### src/rtl/mux_seq_pkg.sv
package mux_seq_pkg;
  // the frame-length field is four bits wide, so a slot index never needs more
  localparam int SLOT_IDX_W = 4;

  typedef struct packed {
    logic                  stateGo;  // a new state begins at this edge
    logic                  frameGo;  // that state is slot 0
    logic                  useAlt;   // the state reads the alternate bank
    logic [SLOT_IDX_W-1:0] slot;     // slot being started
  } seqStrobe_t;
endpackage

### src/rtl/mux_seq_bank.sv
module mux_seq_bank
  import mux_seq_pkg::*;
#(
  parameter int NUM_SLOTS = 10,
  parameter int CODE_W    = 4,
  localparam int VEC_W    = NUM_SLOTS * CODE_W
) (
  input  logic [VEC_W-1:0]      selVec,
  input  logic [SLOT_IDX_W-1:0] slot,
  output logic [CODE_W-1:0]     code
);
  always_comb begin
    code = '0;
    for (int i = 0; i < NUM_SLOTS; i++) begin
      if (slot == SLOT_IDX_W'(i)) code = selVec[i*CODE_W +: CODE_W];
    end
  end
endmodule

### src/rtl/mux_seq_ctrl.sv
module mux_seq_ctrl
  import mux_seq_pkg::*;
#(
  parameter int NUM_SLOTS       = 10,
  parameter int TICKS_PER_STATE = 3,
  localparam int TICK_W = (TICKS_PER_STATE > 1) ? $clog2(TICKS_PER_STATE) : 1
) (
  input  logic                  clk,
  input  logic                  rst,
  input  logic                  tickStrobe,
  input  logic                  altReq,
  input  logic [SLOT_IDX_W-1:0] frameLen,
  output seqStrobe_t            strb,
  output logic                  altFrame
);
  localparam logic [SLOT_IDX_W-1:0] MAX_LEN   = SLOT_IDX_W'(NUM_SLOTS);
  localparam logic [TICK_W-1:0]     TICK_LAST = TICK_W'(TICKS_PER_STATE - 1);

  logic [TICK_W-1:0]     tickCnt;
  logic [SLOT_IDX_W-1:0] nextSlot;
  logic [SLOT_IDX_W-1:0] effLen;
  logic                  altPrev;
  logic                  altPending;
  logic                  reqEdge;
  logic                  lastSlot;

  assign reqEdge = altReq & ~altPrev;

  always_comb begin
    if (frameLen == '0)          effLen = SLOT_IDX_W'(1);
    else if (frameLen > MAX_LEN) effLen = MAX_LEN;
    else                         effLen = frameLen;
  end

  assign lastSlot = ({1'b0, nextSlot} + 1'b1) >= {1'b0, effLen};

  always_comb begin
    strb.stateGo = tickStrobe && (tickCnt == '0);
    strb.frameGo = strb.stateGo && (nextSlot == '0);
    strb.useAlt  = strb.frameGo ? (altPending | reqEdge) : altFrame;
    strb.slot    = nextSlot;
  end

  always_ff @(posedge clk) begin
    if (rst) begin
      tickCnt    <= '0;
      nextSlot   <= '0;
      altPrev    <= 1'b0;
      altPending <= 1'b0;
      altFrame   <= 1'b0;
    end else begin
      altPrev <= altReq;
      if (tickStrobe) begin
        tickCnt <= (tickCnt == TICK_LAST) ? '0 : tickCnt + 1'b1;
      end
      if (strb.stateGo) begin
        nextSlot <= lastSlot ? '0 : nextSlot + 1'b1;
      end
      if (strb.frameGo) begin
        altFrame   <= strb.useAlt;
        altPending <= 1'b0;
      end else if (reqEdge) begin
        altPending <= 1'b1;
      end
    end
  end
endmodule

### src/rtl/mux_seq_dp.sv
module mux_seq_dp
  import mux_seq_pkg::*;
#(
  parameter int NUM_SLOTS = 10,
  parameter int CODE_W    = 4,
  parameter int BATT_CODE = 11,
  localparam int VEC_W    = NUM_SLOTS * CODE_W
) (
  input  logic              clk,
  input  logic              rst,
  input  seqStrobe_t        strb,
  input  logic [VEC_W-1:0]  regSelVec,
  input  logic [VEC_W-1:0]  altSelVec,
  input  logic              chopEn,
  input  logic              battEn,
  output logic [CODE_W-1:0] muxSel,
  output logic              firStart,
  output logic              cePass,
  output logic              chopOut,
  output logic              battMonEn
);
  localparam logic [CODE_W-1:0] BATT_SEL = CODE_W'(BATT_CODE);

  logic [CODE_W-1:0] bankCode [2];

  for (genvar b = 0; b < 2; b++) begin : g_bank
    mux_seq_bank #(
      .NUM_SLOTS(NUM_SLOTS),
      .CODE_W   (CODE_W)
    ) u_bank (
      .selVec(b == 0 ? regSelVec : altSelVec),
      .slot  (strb.slot),
      .code  (bankCode[b])
    );
  end

  always_ff @(posedge clk) begin
    if (rst) begin
      muxSel   <= '0;
      firStart <= 1'b0;
      cePass   <= 1'b0;
      chopOut  <= 1'b0;
    end else begin
      firStart <= strb.stateGo;
      cePass   <= strb.frameGo;
      if (strb.stateGo) muxSel <= strb.useAlt ? bankCode[1] : bankCode[0];
      if (!chopEn)           chopOut <= 1'b0;
      else if (strb.frameGo) chopOut <= ~chopOut;
    end
  end

  assign battMonEn = battEn && (muxSel == BATT_SEL);
endmodule

### src/rtl/mux_frame_seq.sv
module mux_frame_seq
  import mux_seq_pkg::*;
#(
  parameter int NUM_SLOTS       = 10,
  parameter int CODE_W          = 4,
  parameter int TICKS_PER_STATE = 3,
  parameter int BATT_CODE       = 11
) (
  input  logic                        clk,
  input  logic                        rst,
  input  logic                        tickStrobe,
  input  logic [3:0]                  frameLen,
  input  logic [NUM_SLOTS*CODE_W-1:0] regSelVec,
  input  logic [NUM_SLOTS*CODE_W-1:0] altSelVec,
  input  logic                        altReq,
  input  logic                        chopEn,
  input  logic                        battEn,
  output logic [CODE_W-1:0]           muxSel,
  output logic                        firStart,
  output logic                        cePass,
  output logic                        chopOut,
  output logic                        altFrame,
  output logic                        battMonEn
);
  seqStrobe_t strb;

  mux_seq_ctrl #(
    .NUM_SLOTS      (NUM_SLOTS),
    .TICKS_PER_STATE(TICKS_PER_STATE)
  ) u_ctrl (
    .clk       (clk),
    .rst       (rst),
    .tickStrobe(tickStrobe),
    .altReq    (altReq),
    .frameLen  (frameLen),
    .strb      (strb),
    .altFrame  (altFrame)
  );

  mux_seq_dp #(
    .NUM_SLOTS(NUM_SLOTS),
    .CODE_W   (CODE_W),
    .BATT_CODE(BATT_CODE)
  ) u_dp (
    .clk      (clk),
    .rst      (rst),
    .strb     (strb),
    .regSelVec(regSelVec),
    .altSelVec(altSelVec),
    .chopEn   (chopEn),
    .battEn   (battEn),
    .muxSel   (muxSel),
    .firStart (firStart),
    .cePass   (cePass),
    .chopOut  (chopOut),
    .battMonEn(battMonEn)
  );
endmodule

### config.mk
export PLATFORM = sky130hd
export DESIGN_NAME = mux_frame_seq
export DESIGN_NICKNAME = d
export VERILOG_FILES = /design/src/rtl/mux_seq_pkg.sv /design/src/rtl/mux_seq_bank.sv /design/src/rtl/mux_seq_ctrl.sv /design/src/rtl/mux_seq_dp.sv /design/src/rtl/mux_frame_seq.sv
export SDC_FILE = /design/constraint.sdc
export NUM_CORES = 1
export LEC_CHECK = 0
export ABC_AREA = 1
export BUFFER_PORTS_ARGS = -buffer_cell sky130_fd_sc_hd__buf_2
export CORE_ASPECT_RATIO = 1.4
export CORE_MARGIN = 2
export CORE_UTILIZATION = 46
export DETAILED_ROUTE_END_ITERATION = 10
export PLACE_DENSITY_LB_ADDON = 0.1
export SLEW_MARGIN = 20
export SYNTH_ARGS = -nofsm -noshare
export SYNTH_HDL_FRONTEND = slang
export SYNTH_SLANG_ARGS = --single-unit
### constraint.sdc
create_clock -name clk -period 2.5 [get_ports clk]
set_input_delay 0.25 -clock clk [delete_from_list [all_inputs] [get_ports clk]]
set_output_delay 0.25 -clock clk [all_outputs]
set_load 0.02 [all_outputs]
==> results of run 1 <==
## area by class of cell
class | instances | area share
timing repair buffer | 98 | 0.202
multi-input combinational | 254 | 0.526
clock buffer | 4 | 0.0227
inverter | 60 | 0.0953
tap | 43 | 0.0221
sequential | 16 | 0.132
## per-stage QoR
step	total power, uW	hold WS, ns	setup WS [ns]	util	instances
2_1_floorplan	550	0.328	0.513	-	342
6_report	909	0.215	0.359	0.610	475
5_1_grt	989	0.229	0.0962	0.610	475
4_1_cts	915	0.218	0.293	0.609	475
3_3_place_gp	686	0.466	0.392	0.595	471
3_5_place_dp	688	0.474	0.313	0.595	471
## logic make-up (layout without fill, tap and decap cells)
group,Yosys count,count (layout),share of synthesized area
DFF,16,16,0.166
buffers and inverters,72,162,0.173
xor gates and xnor gates,2,2,0.00907
and+or+nand+nor,212,212,0.507
adders and majority gates,9,9,0.0570
AOI/OAI and AO/OA,31,31,0.0881
## cells in the final DEF, fill, tap and decap left out, drive strengths merged
cell type | netlist | layout
xor2 | 2 | 2
buf | 11 | 98
nor3 | 4 | 4
nand3 | 38 | 38
nand2 | 102 | 102
nor2 | 48 | 48
a21oi | 9 | 9
maj3 | 1 | 1
nand3b | 2 | 2
clkbuf | 1 | 4
ha | 8 | 8
or2 | 9 | 9
clkinv | 2 | 2
dfxtp | 16 | 16
nand4 | 8 | 8
o21a | 1 | 1
inv | 58 | 58
o21ai | 19 | 19
nor4 | 1 | 1
a21boi | 1 | 1
a211oi | 1 | 1
## layer usage
| layer | track usage | part of all wire | vias up |
|---|---|---|---|
| li1 | - | - | 1245 |
| met1 | 0.251 | 0.44 | 947 |
| met2 | 0.396 | 0.48 | 70 |
| met3 | 0.0225 | 0.063 | 9 |
| met4 | 0.0659 | 0.019 | 0 |
| met5 | 0 | 0 | - |
## flip-flops by register name, indices dropped and copies added, names as in the netlist
signal             flops
u_dp.chopOut           1
u_dp.muxSel            4
u_ctrl.altFrame        1
u_dp.cePass            1
u_ctrl.altPending      1
u_ctrl.tickCnt         2
u_ctrl.nextSlot        4
u_dp.firStart          1
u_ctrl.altPrev         1
## final timing paths
kind	from	endpoint	slack [ns]	cells past startpoint
hold reg to reg	u_dp.chopOut	u_dp.chopOut	0.50	2
setup / recovery	u_ctrl.nextSlot[0]	u_ctrl.nextSlot[0]	0.36	10
setup reg to reg	u_ctrl.nextSlot[0]	u_ctrl.nextSlot[0]	0.36	10
hold / removal	altReq	u_ctrl.altPrev	0.21	3
## repair_timing
item / in CTS / in global routing
endpoints found under the hold margin: 0 / 0
gates resized for setup: 0 / 1
endpoints found under the setup margin: 0 / 1
## critical path, stage by stage, from the launching register on
cell      delay [ns]
dfxtp_2         0.39
inv_1           0.08
ha_1            0.31
ha_1            0.29
a21boi_0        0.12
o21a_1          0.17
o21ai_0         0.15
nand3b_1        0.10
nor2_1          0.21
nor2_1          0.06
a211oi_1        0.16
## where the power goes
group | switching [uW] | leakage, uW | internal, uW
Sequential | 16.3 | 0.000132 | 277
Combinational | 226 | 0.00126 | 162
Clock | 89.0 | 0.0000288 | 140
Total | 331 | 0.00142 | 578
==> metrics.cfg, run 1 <==
[routing]
drtIter0Drc = 106
drt_pass1_iterations = 7
vias = 2271
wire_per_inst_um = 10.5
routed_wirelength_mm = 5.00
drtAntennaViolNets = 0
viasPerCell = 4.78
drc = 9

[die]
core_sq_um = 3990
ios = 99
fp-row-count = 27
die_x_um = 58.8
die_height_um = 80.7
die_area_sq_um = 4740
initial_core_util = 0.485

[clocking]
postCtsSetupBuffers = 0
cts_sinks = 16
cts.path.max_buffers = 2
clkTransAtPathRegs_ns = 0.06
clkLatencyLatePin_ns = 0.25
cts_made_buffers = 3
cts_tree = yes
postCtsHoldBufs = 0
h-tree-depth = 1
cts_root_buf = clkbuf_8

[logic_synthesis]
yosysWarnings = 0
ys_ff_latch = 16
synth_enable_flop_cells = 0
synth_commonest_cells = 98 x nand2_1, 54 x inv_1, 46 x nor2_1
synth-main-ff-cell = dfxtp_1
synth_top_area_frac = 0.190
yosysSeqAreaShare = 0.166
syn-num-nets = 440
syn_inst = 342
synth_area_leaders = nand2_1 19%, dfxtp_1 17%, inv_1 10%, nand3_1 9.6%, nor2_1 8.9%
yosysUniqueCellTypes = 38
async_flop_share = 0
yosys.cell_count.top_type = nand2_1
synth_top_cell_by_area = nand2_1
syn-mean-instance-area_sq_um = 5.65
syn-cell-area_sq_um = 1930

[cells_and_area]
area_growth_pct = 25.8
final_cell_area_sq_um = 2430
drive_above_1_share = 0.289
diodes = 0
seq_area_sq_um = 322
nNetsFinal = 531
multi_input_area_sq_um = 1280
fillers = 423

[setup_path]
end_kind = flop
critPathLaunchType = flop
crit_path_max_fanout = 7
worstPathArrival_ns = 2.30
cp.required_ns = 2.66
critPathKind = reg2reg

[global_route]
antenna_found_initial = 0
globalRouteTotalUtil = 0.214
grt_pass1_vias = 2044
grt_max_degree = 19
grt_pass1_wl_mm = 8.22
grt_overflow = 0

[power]
peakVddDrop_uv = 375
p_leak_uw = 0.00142
power_density_nw_per_um2 = 374

[place]
placed_cell_area_sq_um = 2370
gp_congestion = 0.883
portBuffers = 98
dp_hpwl_mm = 4.01

[timing]
hold_viol = 0
worstMarginPinSlew_ns = 0.619
fin_crit_ns = 2.14
fin_crit_sh = 0.856
skew_ns = 0.000532
rsz0062_at_grt = no
slew_violations = 0
setup-violations-final = 0
timing.slew.headroom = 0.588
setup_tns_ns = 0
clock.fmax_mhz = 467

[min_path]
hold_path.class = in2reg

[outcome]
violations = DRC
status = finished with violations

[flow_run]
timing.max_cap.violations = 0

Note: power is estimated with default switching activity, not from simulation.
==> run 2, diff against run 1 <==
--- a/config.mk
+++ b/config.mk
@@ -5,7 +5,7 @@
 export SDC_FILE = /design/constraint.sdc
 export NUM_CORES = 1
 export LEC_CHECK = 0
-export ABC_AREA = 1
+export ABC_AREA = 0
 export BUFFER_PORTS_ARGS = -buffer_cell sky130_fd_sc_hd__buf_2
 export CORE_ASPECT_RATIO = 1.4
 export CORE_MARGIN = 2
==> metrics.cfg, run 2 <==
[logic_synthesis]
synth-main-ff-cell = dfxtp_1
async_flop_share = 0  ; unchanged
ys_ff_latch = 16  ; unchanged
synth_top_family_by_area = compound AO/OA/AOI/OAI gates
syn-cell-area_sq_um = 1870  ; -3.4%
syn-mean-instance-area_sq_um = 6.91  ; +22%
synthMuxAreaShare = 0.0295  ; +0.0295
yosysSeqAreaShare = 0.172  ; +0.00578
yosys.area_share.simple = 0.286  ; -0.222
synth-xor-area-share = 0.0141  ; +0.00501
synth_top_area_frac = 0.172  ; -0.0188
synth_compound_area_frac = 0.358  ; +0.270
synth_area_leaders = dfxtp_1 17%, a21oi_1 8.3%, nand2_1 5.6%, ha_1 5.4%, o21ai_0 4.6%
synth_top_cell_by_area = dfxtp_1
yosysUniqueCellTypes = 52  ; +37%
yosys.cell_count.top_type = a21oi_1
syn_inst = 270  ; -21%
syn-num-nets = 368  ; -16%
yosysWarnings = 0  ; unchanged
synth_enable_flop_cells = 0  ; unchanged
synth_commonest_cells = 31 x a21oi_1, 28 x nand2_1, 18 x nor2_1
synth_adder_area_share = 0.0590  ; +0.00199

[clocking]
cts_made_buffers = 3  ; unchanged
cts_root_buf = clkbuf_8
postCtsSetupBuffers = 0  ; unchanged
clkLatencyLatePin_ns = 0.25  ; about the same
cts_resized = 0  ; unchanged
h-tree-depth = 1  ; unchanged
cts.path.max_buffers = 2  ; unchanged
postCtsHoldBufs = 0  ; unchanged
clkTransAtPathRegs_ns = 0.07  ; about the same
cts_sinks = 16  ; unchanged
cts_tree = yes

[timing]
timing.slew.headroom = 0.674  ; +0.0867
rsz0062_at_grt = no
skew_ns = 0.00282  ; +0.00229 ns
worstMarginPinSlew_ns = 0.475  ; -0.144 ns
hold_viol = 0  ; unchanged
clock.fmax_mhz = 460  ; -1.5%
setup-violations-final = 0  ; unchanged
fin_crit_ns = 2.17  ; +0.0334 ns
slew_violations = 0  ; unchanged
setup_tns_ns = 0  ; unchanged
fin_crit_sh = 0.870  ; +0.0134
setup_slack_ns = 0.325  ; -0.0334 ns

[global_route]
antenna_found_initial = 0  ; unchanged
grt_overflow = 0  ; unchanged
grt_max_degree = 42  ; +23
grt_pass1_vias = 2258  ; +10%
globalRouteTotalUtil = 0.280  ; +0.0656
grt_pass1_wl_mm = 10.2  ; +24%

[min_path]
hold_path.class = in2reg
hold_start = altReq

[routing]
routed_wirelength_mm = 6.47  ; +29%
drtIter0Drc = 179  ; +69%
wire_per_inst_um = 16.1  ; +53%
viasPerCell = 6.06  ; +27%
drtAntennaViolNets = 0  ; unchanged
vias = 2436  ; +7.3%
drt_pass1_iterations = 5  ; -2
drc = 0  ; -9

[cells_and_area]
area_growth_pct = 31.2
fin_util = 0.625  ; +0.0153
fillers = 404  ; -4.5%
diodes = 0  ; unchanged
seq_area_sq_um = 320  ; -0.39%
stdcell_count = 402  ; -15%
nNetsFinal = 458  ; -14%
layout_common_cells = 98 x buf_2, 31 x a21oi_1, 28 x nand2_1, 18 x nor2_1, 17 x o21ai_0
drive_above_1_share = 0.337  ; +0.0477
multi_input_area_sq_um = 1390  ; +9.0%
reg_top3 = u_ctrl.nextSlot: 4 flops, u_dp.muxSel: 4 flops, u_ctrl.tickCnt: 2 flops
layout_commonest_cell = buf_2

[setup_path]
critPathLaunchType = flop
max_stage_delay_ns = 0.48  ; +0.09 ns
crit_start = u_ctrl.nextSlot[0]
critPathKind = reg2reg
end_kind = flop
r2r_start = u_ctrl.nextSlot[0]
cp.required_ns = 2.64  ; -0.02 ns
cp_slowest_cell = ha_1
cp_cell_sequence = ha_1 > xor2_1 > ha_1 > nor3_1 > or3_1 > a32oi_1 > nor2_1
crit_path_max_fanout = 12  ; +5
critical_path.most_common_cell = ha_1
worstPathArrival_ns = 2.31  ; about the same

[die]
ios = 99  ; unchanged
die_height_um = 79.4  ; -1.6%
die_area_sq_um = 4590  ; -3.2%
fp-row-count = 27  ; unchanged
core_sq_um = 3920  ; -1.7%
die_x_um = 57.8  ; -1.6%
initial_core_util = 0.476  ; -0.00825

[place]
dp_hpwl_mm = 4.99  ; +24%
dp_slack_ns = 0.348  ; +0.0351 ns
placed_cells = 398  ; -15%
portBuffers = 98  ; unchanged
gp_congestion = 0.943  ; +6.8%

[power]
peakVddDrop_uv = 452  ; +20%
p_total_uw = 1040  ; +15%
power_density_nw_per_um2 = 426  ; +14%
p_leak_uw = 0.00113  ; -20%

[outcome]
status = complete, no violations

[flow_run]
timing.max_cap.violations = 0  ; unchanged

[run 2: cell types whose count changed after synthesis, moves of 8 or more]
| cell | delta |
|---|---|
| o22ai_1 | +11 |
| clkbuf_1 | +10 |
| inv_1 | -42 |
| nand4_1 | -8 |
| nor2b_1 | +8 |
| nand3_1 | -31 |
| a21oi_1 | +23 |
| nand2_1 | -70 |
| nor2_1 | -28 |
| a31oi_1 | +9 |
| nand2b_1 | +11 |
[run 2: worst max-delay path: cells and delay by family (launching register included)]
kind,cells,cell delay [ns]
flip-flops,1,0.44
adder cells (fa/ha/maj),2,0.78
AO/OA/AOI/OAI,1,0.22
XOR/XNOR,1,0.13
AND/OR/NAND/NOR,3,0.49
[run 2: routing by layer]
layer | wire length [um] | share of wire | global-route usage | vias to the layer above
met1 | 2550 | 0.39 | 0.354 | 1080
li1 | - | - | - | 1181
met5 | 0 | 0 | 0 | -
met2 | 3150 | 0.49 | 0.475 | 158
met3 | 603 | 0.093 | 0.0292 | 17
met4 | 160 | 0.025 | 0.119 | 0
[run 2: layout make-up]
class | count | share of cell area
repair buffers | 108 | 0.236
flip-flops and latches | 16 | 0.131
inverters | 13 | 0.0199
multi-input cells | 218 | 0.569
well taps | 43 | 0.0220
clock buffers | 4 | 0.0225
[run 2: per-stage QoR]
step,hold slack [ns],area (sq um)
after CTS,0.230,2450
final,0.223,2450
after global placement,0.480,2390
after detailed placement,0.488,2390
after global routing,0.272,2450
after floorplan,0.378,1870
[run 2: final timing paths]
| check | to | slack [ns] | depth (start not counted) |
|---|---|---|---|
| worst max-delay path | u_ctrl.nextSlot[1] | 0.33 | 7 |
| worst min-delay path | u_ctrl.altPrev | 0.22 | 2 |
| worst max register to register | u_ctrl.nextSlot[1] | 0.33 | 7 |
| worst min register to register | u_ctrl.nextSlot[3] | 0.54 | 2 |
[run 2: logic make-up after synthesis]
| family | Yosys count |
|---|---|
| muxes | 5 |
| DFF | 16 |
| xor gates and xnor gates | 3 |
| adders and majority gates | 9 |
| AOI/OAI and AO/OA | 101 |
| and+or+nand+nor | 100 |
| buffers and inverters | 36 |
[run 2: power by group]
part	total [uW]	switching, uW	leakage (uW)	internal [uW]
clock	236	96.4	0.0000288	140
combinational	490	261	0.000970	229
sequential	317	34.2	0.000131	283
total	1040	391	0.00113	652
